==> config.mk <==
export PLATFORM = sky130hd
export DESIGN_NAME = smb_eeprom
export DESIGN_NICKNAME = d
export VERILOG_FILES = /design/src/rtl/smb_ee_pkg.sv /design/src/rtl/smb_ee_decode.sv /design/src/rtl/smb_ee_ptr.sv /design/src/rtl/smb_ee_store.sv /design/src/rtl/smb_eeprom.sv
export SDC_FILE = /design/constraint.sdc
export NUM_CORES = 2
export LEC_CHECK = 0
export BUFFER_PORTS_ARGS = -buffer_cell sky130_fd_sc_hd__buf_2
export CORE_MARGIN = 2
export CORE_UTILIZATION = 60
export DETAILED_ROUTE_END_ITERATION = 7
export PLACE_DENSITY = 0.76
export SYNTH_ARGS = -nofsm -noshare
export SYNTH_HDL_FRONTEND = slang
export SYNTH_SLANG_ARGS = --single-unit
==> constraint.sdc <==
create_clock -name clk -period 3.79 [get_ports clk]
set_clock_uncertainty 0.2 [all_clocks]
set_input_delay 0.758 -clock clk [delete_from_list [all_inputs] [get_ports clk]]
set_output_delay 0.758 -clock clk [all_outputs]
set_load 0.1 [all_outputs]
==> src/rtl/smb_ee_pkg.sv <==
package smb_ee_pkg;

  typedef enum logic [2:0] {
    OP_NONE   = 3'd0,
    OP_QUICK  = 3'd1,
    OP_SEND   = 3'd2,
    OP_RNEXT  = 3'd3,
    OP_RFIRST = 3'd4,
    OP_WCMD   = 3'd5,
    OP_WDAT   = 3'd6
  } ee_op_e;

  function automatic logic [7:0] step8(input logic [7:0] a);
    return a + 8'd1;
  endfunction

endpackage

==> src/rtl/smb_ee_decode.sv <==
module smb_ee_decode #(
  parameter logic [6:0] BUS_ADDR = 7'h50
) (
  input  logic [6:0]           sel_addr_i,
  input  logic                 quick_i,
  input  logic                 send_i,
  input  logic                 recv_i,
  input  logic                 wcmd_i,
  input  logic                 wdat_i,
  input  logic                 rdat_i,
  input  logic                 rdat_first_i,
  output logic                 sel_hit,
  output smb_ee_pkg::ee_op_e   op
);
  import smb_ee_pkg::*;

  assign sel_hit = (sel_addr_i == BUS_ADDR);

  // precedence: writes, then send, then reads, then quick
  always_comb begin
    op = OP_NONE;
    if (sel_hit) begin
      if (wcmd_i)      op = OP_WCMD;
      else if (wdat_i) op = OP_WDAT;
      else if (send_i) op = OP_SEND;
      else if (rdat_i) op = rdat_first_i ? OP_RFIRST : OP_RNEXT;
      else if (recv_i) op = OP_RNEXT;
      else if (quick_i) op = OP_QUICK;
    end
  end
endmodule

==> src/rtl/smb_ee_ptr.sv <==
module smb_ee_ptr #(
  parameter int AW = 8
) (
  input  logic               clk,
  input  logic               rst_n,
  input  smb_ee_pkg::ee_op_e op,
  input  logic [7:0]         byte_i,
  output logic [AW-1:0]      pos_q,
  output logic               rd_en,
  output logic [AW-1:0]      rd_addr,
  output logic               wr_en,
  output logic [AW-1:0]      wr_addr
);
  import smb_ee_pkg::*;

  logic [AW-1:0] wptr_q;

  function automatic logic [AW-1:0] wrap_inc(input logic [AW-1:0] a);
    return a + AW'(1);
  endfunction

  always_comb begin
    rd_en   = (op == OP_RFIRST) || (op == OP_RNEXT);
    rd_addr = (op == OP_RFIRST) ? byte_i[AW-1:0] : pos_q;
    wr_en   = (op == OP_WDAT);
    wr_addr = wptr_q;
  end

  always_ff @(posedge clk or negedge rst_n) begin
    if (!rst_n) begin
      pos_q  <= '0;
      wptr_q <= '0;
    end else begin
      case (op)
        OP_SEND:            pos_q  <= byte_i[AW-1:0];
        OP_RFIRST,
        OP_RNEXT:           pos_q  <= wrap_inc(rd_addr);
        OP_WCMD:            wptr_q <= byte_i[AW-1:0];
        OP_WDAT:            wptr_q <= wrap_inc(wptr_q);
        default: ;
      endcase
    end
  end
endmodule

==> src/rtl/smb_ee_store.sv <==
module smb_ee_store #(
  parameter int AW = 8
) (
  input  logic          clk,
  input  logic          rst_n,
  input  logic          we,
  input  logic [AW-1:0] waddr,
  input  logic [7:0]    wdata,
  input  logic          re,
  input  logic [AW-1:0] raddr,
  output logic [7:0]    rdata_q,
  output logic          rvalid_q
);
  localparam int DEPTH = 1 << AW;

  logic [7:0] mem [DEPTH];

  always_ff @(posedge clk or negedge rst_n) begin
    if (!rst_n) begin
      for (int i = 0; i < DEPTH; i++) mem[i] <= 8'h00;
    end else if (we) begin
      mem[waddr] <= wdata;
    end
  end

  always_ff @(posedge clk or negedge rst_n) begin
    if (!rst_n) begin
      rdata_q  <= 8'h00;
      rvalid_q <= 1'b0;
    end else begin
      rvalid_q <= re;
      if (re) rdata_q <= mem[raddr];
    end
  end
endmodule

==> src/rtl/smb_eeprom.sv <==
module smb_eeprom #(
  parameter logic [6:0] BUS_ADDR = 7'h50,
  parameter int         AW       = 8
) (
  input  logic       clk,
  input  logic       rst_n,
  input  logic [6:0] sel_addr_i,
  input  logic       quick_i,
  input  logic       send_i,
  input  logic       recv_i,
  input  logic       wcmd_i,
  input  logic       wdat_i,
  input  logic       rdat_i,
  input  logic       rdat_first_i,
  input  logic [7:0] byte_i,
  output logic [7:0] rd_data_o,
  output logic       rd_valid_o
);
  import smb_ee_pkg::*;

  ee_op_e        op;
  logic          sel_hit;
  logic [AW-1:0] pos_q;
  logic          rd_en, wr_en;
  logic [AW-1:0] rd_addr, wr_addr;

  smb_ee_decode #(.BUS_ADDR(BUS_ADDR)) u_dec (
    .sel_addr_i(sel_addr_i), .quick_i(quick_i), .send_i(send_i),
    .recv_i(recv_i), .wcmd_i(wcmd_i), .wdat_i(wdat_i), .rdat_i(rdat_i),
    .rdat_first_i(rdat_first_i), .sel_hit(sel_hit), .op(op)
  );

  smb_ee_ptr #(.AW(AW)) u_ptr (
    .clk(clk), .rst_n(rst_n), .op(op), .byte_i(byte_i), .pos_q(pos_q),
    .rd_en(rd_en), .rd_addr(rd_addr), .wr_en(wr_en), .wr_addr(wr_addr)
  );

  smb_ee_store #(.AW(AW)) u_store (
    .clk(clk), .rst_n(rst_n), .we(wr_en), .waddr(wr_addr), .wdata(byte_i),
    .re(rd_en), .raddr(rd_addr), .rdata_q(rd_data_o), .rvalid_q(rd_valid_o)
  );
endmodule

==> results.yml <==
final_layout:
  drive_gt1_share_pct: 39.7
  final_area_mm2: 0.114
  finalNetCount: 8856
  area_delta_synth_final_pct: 17.8
  nFillCells: 10700
cts:
  numCtsBuffers: 207
  cts_root_buf: "clkbuf_16"
  clkLatencyLatePin_ns: 0.88
  cts_num_sinks: 2073
  clockBufferDepth: 3
  cts.clk_slew.worst_paths_ns: 0.06
  htree_levels: 4
  cts_tree: "built"
grt:
  grt_usage_pct: 38.5
  grt_pass1_wl_um: 475000
  antenna_found_initial: 17
  grt-ovfl-total: 0
  first_global_vias: 75000
  grt_max_degree: 201
synth:
  synthXorXnorAreaFrac_pct: 0
  postSynthCellCount: 8209
  syn_area_mm2: 0.0966
  synth_top_family_by_area: "multiplexers"
  ys_ff_latch: 2073
  synth-edff-count: 0
  yosys_most_used_dff: "dfrtp_1"
  synth.avg_cell_area_um2: 11.8
  ys_warn_count: 0
  synth_compound_area_share_pct: 7.00
  synth_simple_gate_area_share_pct: 9.39
  synthDistinctLibCells: 69
  synth.area.mux_share_pct: 26.8
  async_reset_ff_share_pct: 100
  synth_seq_area_share_pct: 53.7
  synth_fp_nets: 8238
  synthAdderAreaFrac_pct: 0.0647
drt:
  drc: 0
  vias: 74800
  drt-wirelength-per-cell_um: 28.6
  detail_route.wirelength_um: 320000
  ant_nets: 0
  avgViaCountPerCell: 6.70
  dr.pass1.iters: 8
  drtIter0Drc: 9658
run:
  maxCapViolations: 0
outcome:
  violations: "negative setup slack"
  status: "finished, violations left"
power:
  p_per_area_mw_per_mm2: 418
  cellLeakagePower_nw: 53.8
  ir_worst_vdd_uv: 530
  finalPower_mw: 47.6
timing:
  hold_violations: 0
  rsz0062_at_grt: "true"
  setup_viol: 4
  slew_viol_final: 0
  min_period_ns: 3.90
  slew-limit-headroom_pct: 5.58
  worst_slack_ns: -0.112
  fmax_ghz: 0.256
  worst_pin_slew_ns: 1.42
  min_period_over_period_pct: 103
critical_path:
  endpoint_kind: "flop"
  cp.required_ns: 4.38
  cp.arrival_ns: 4.49
  critPathKind: "in2reg"
  path_max_fanout: 8
  critPathLaunchType: "input pin"
floorplanning:
  dieHeight_um: 405
  die_area_mm2: 0.164
  row_count: 147
  pin_count: 33
  core_area_mm2: 0.160
  die_w_um: 405
  start_util_pct: 60.3
place:
  port_buffers: 31
  finalWeightedCongestion: 0.981
  dp.final_hpwl_um: 208000
  pre_cts_ws_ns: -1.19
  dpl_cell_area_mm2: 0.106
hold_path:
  hold_path.class: "in2reg"
[sequential cells by signal (all words and copies together), names as in the netlist]
register / count
u_ptr.pos_q: 8
u_store.mem: 2048
u_ptr.wr_addr: 8
u_store.rdata_q: 8
u_store.rvalid_q: 1
[per-stage QoR]
step / cells / utilization [%] / hold WS, ns / TNS (ns)
floorplan: 8209 / - / 0.262 / 0
global placement: 10700 / 65.9 / 0.279 / -10.07
detailed placement: 10700 / 65.9 / 0.284 / -11.07
CTS: 11100 / 70.3 / 0.00722 / 0
global route: 11200 / 71.1 / 0.0473 / -0.144
finish: 11200 / 71.1 / 0.0573 / -0.275
[routing by layer]
metal	vias to the layer above	GRT usage, %	wire length [µm]	part of all wire, %
met4	18	22.5	20500	6.4
li1	30700	-	-	-
met5	-	0	124	0.039
met3	1101	10.1	35700	11
met2	4558	56.4	140000	44
met1	38500	51.9	123000	39
[synthesized netlist by cell type (14+ instances only)]
| cell type | number | area (µm²) |
|---|---|---|
| a221oi_1 | 90 | 788 |
| mux2_2 | 2059 | 23200 |
| nor4_1 | 49 | 307 |
| clkbuf_1 | 391 | 1470 |
| nand3_1 | 263 | 1320 |
| nand2_1 | 1355 | 5090 |
| a21oi_1 | 302 | 1510 |
| a32oi_1 | 41 | 359 |
| and3_1 | 123 | 769 |
| a211oi_1 | 102 | 766 |
| nor3_1 | 34 | 170 |
| buf_1 | 26 | 97.6 |
| a311oi_1 | 95 | 832 |
| nor2_1 | 249 | 935 |
| o22ai_1 | 71 | 444 |
| buf_2 | 204 | 1020 |
| a31oi_1 | 137 | 857 |
| dfrtp_1 | 2073 | 51900 |
| buf_4 | 25 | 188 |
| a22oi_1 | 14 | 105 |
| o21ai_0 | 44 | 220 |
| or4_1 | 17 | 128 |
| mux2i_1 | 274 | 2740 |
[power breakdown]
group | switching (mW) | internal (mW) | total (mW)
combinational | 3.28 | 1.39 | 4.67
sequential | 0.0748 | 22.2 | 22.2
clock | 8.88 | 11.8 | 20.7
[cells in the final DEF (no fill, tap or decap), types with 12 or more instances in the layout]
master,count
buf_4,890
a21oi_1,292
nor3_1,28
o221ai_1,12
a311oi_1,90
clkbuf_16,218
a31oi_1,135
buf_12,111
a22oi_1,14
nand2_1,1348
o22ai_1,67
buf_2,22
buf_6,14
a32o_1,13
nor4_2,12
o21ai_0,42
nand3_1,262
dfrtp_1,2073
clkbuf_8,54
a221oi_2,15
clkinv_2,35
a211oi_1,96
a221oi_1,74
or4_1,12
diode_2,12
clkbuf_1,59
mux2i_1,265
buf_8,13
a32oi_1,41
nor4_1,32
and3_1,123
nor2_1,249
mux2_2,2052
[layout make-up]
class	instances	area [µm²]	area share, %
antenna	12	30.0	0.0264
clock buffer	323	6240	5.48
clock inverter	57	574	0.504
inverter	11	65.1	0.0571
multi-input combinational	5471	42700	37.5
sequential	2073	51900	45.6
tap	2160	2700	2.37
timing repair buffer	1063	9660	8.49
[cell families after synthesis]
family	after synthesis
mux	2334
simple gates	2135
flops	2073
compound gates	997
buf+inv	665
fa+ha+maj	5
[path summary, 6_finish.rpt]
| check | startpoint | endpoint | slack [ns] | cells after the start |
|---|---|---|---|---|
| min in group asynchronous | rst_n | u_store.mem[1175] | 0.25 | 2 |
| worst min register to register | u_store.mem[1886] | u_store.mem[1886] | 0.30 | 1 |
| worst max-delay path | sel_addr_i[3] | u_store.rdata_q[1] | -0.11 | 15 |
| worst min-delay path | byte_i[4] | u_store.mem[436] | 0.06 | 2 |
| worst max register to register | u_ptr.pos_q[1] | u_store.rdata_q[1] | -0.06 | 14 |
| max in group asynchronous | rst_n | u_store.mem[598] | 1.79 | 4 |
[timing repair]
action                                 in CTS  in global routing
resized for setup                          31                116
pin swaps                                   4                 29
gates cloned                                0                  6
hold buffers                                1                  0
buffers inserted                            1                 42
setup endpoints to repair                   8                  8
endpoints found under the hold margin     167                  0
[critical path, cell delays in order]
cell       delay (ns)
buf_2            0.11
or3_4            0.42
buf_6            0.15
nor4_4           0.28
buf_6            0.17
clkbuf_16        0.15
mux2_4           0.22
buf_4            0.30
a21oi_1          0.09
a221oi_2         0.39
a21oi_1          0.12
a22o_4           0.31
o211ai_1         0.71
a32oi_1          0.13
a21oi_1          0.18
(Power assumes the default switching activity.)
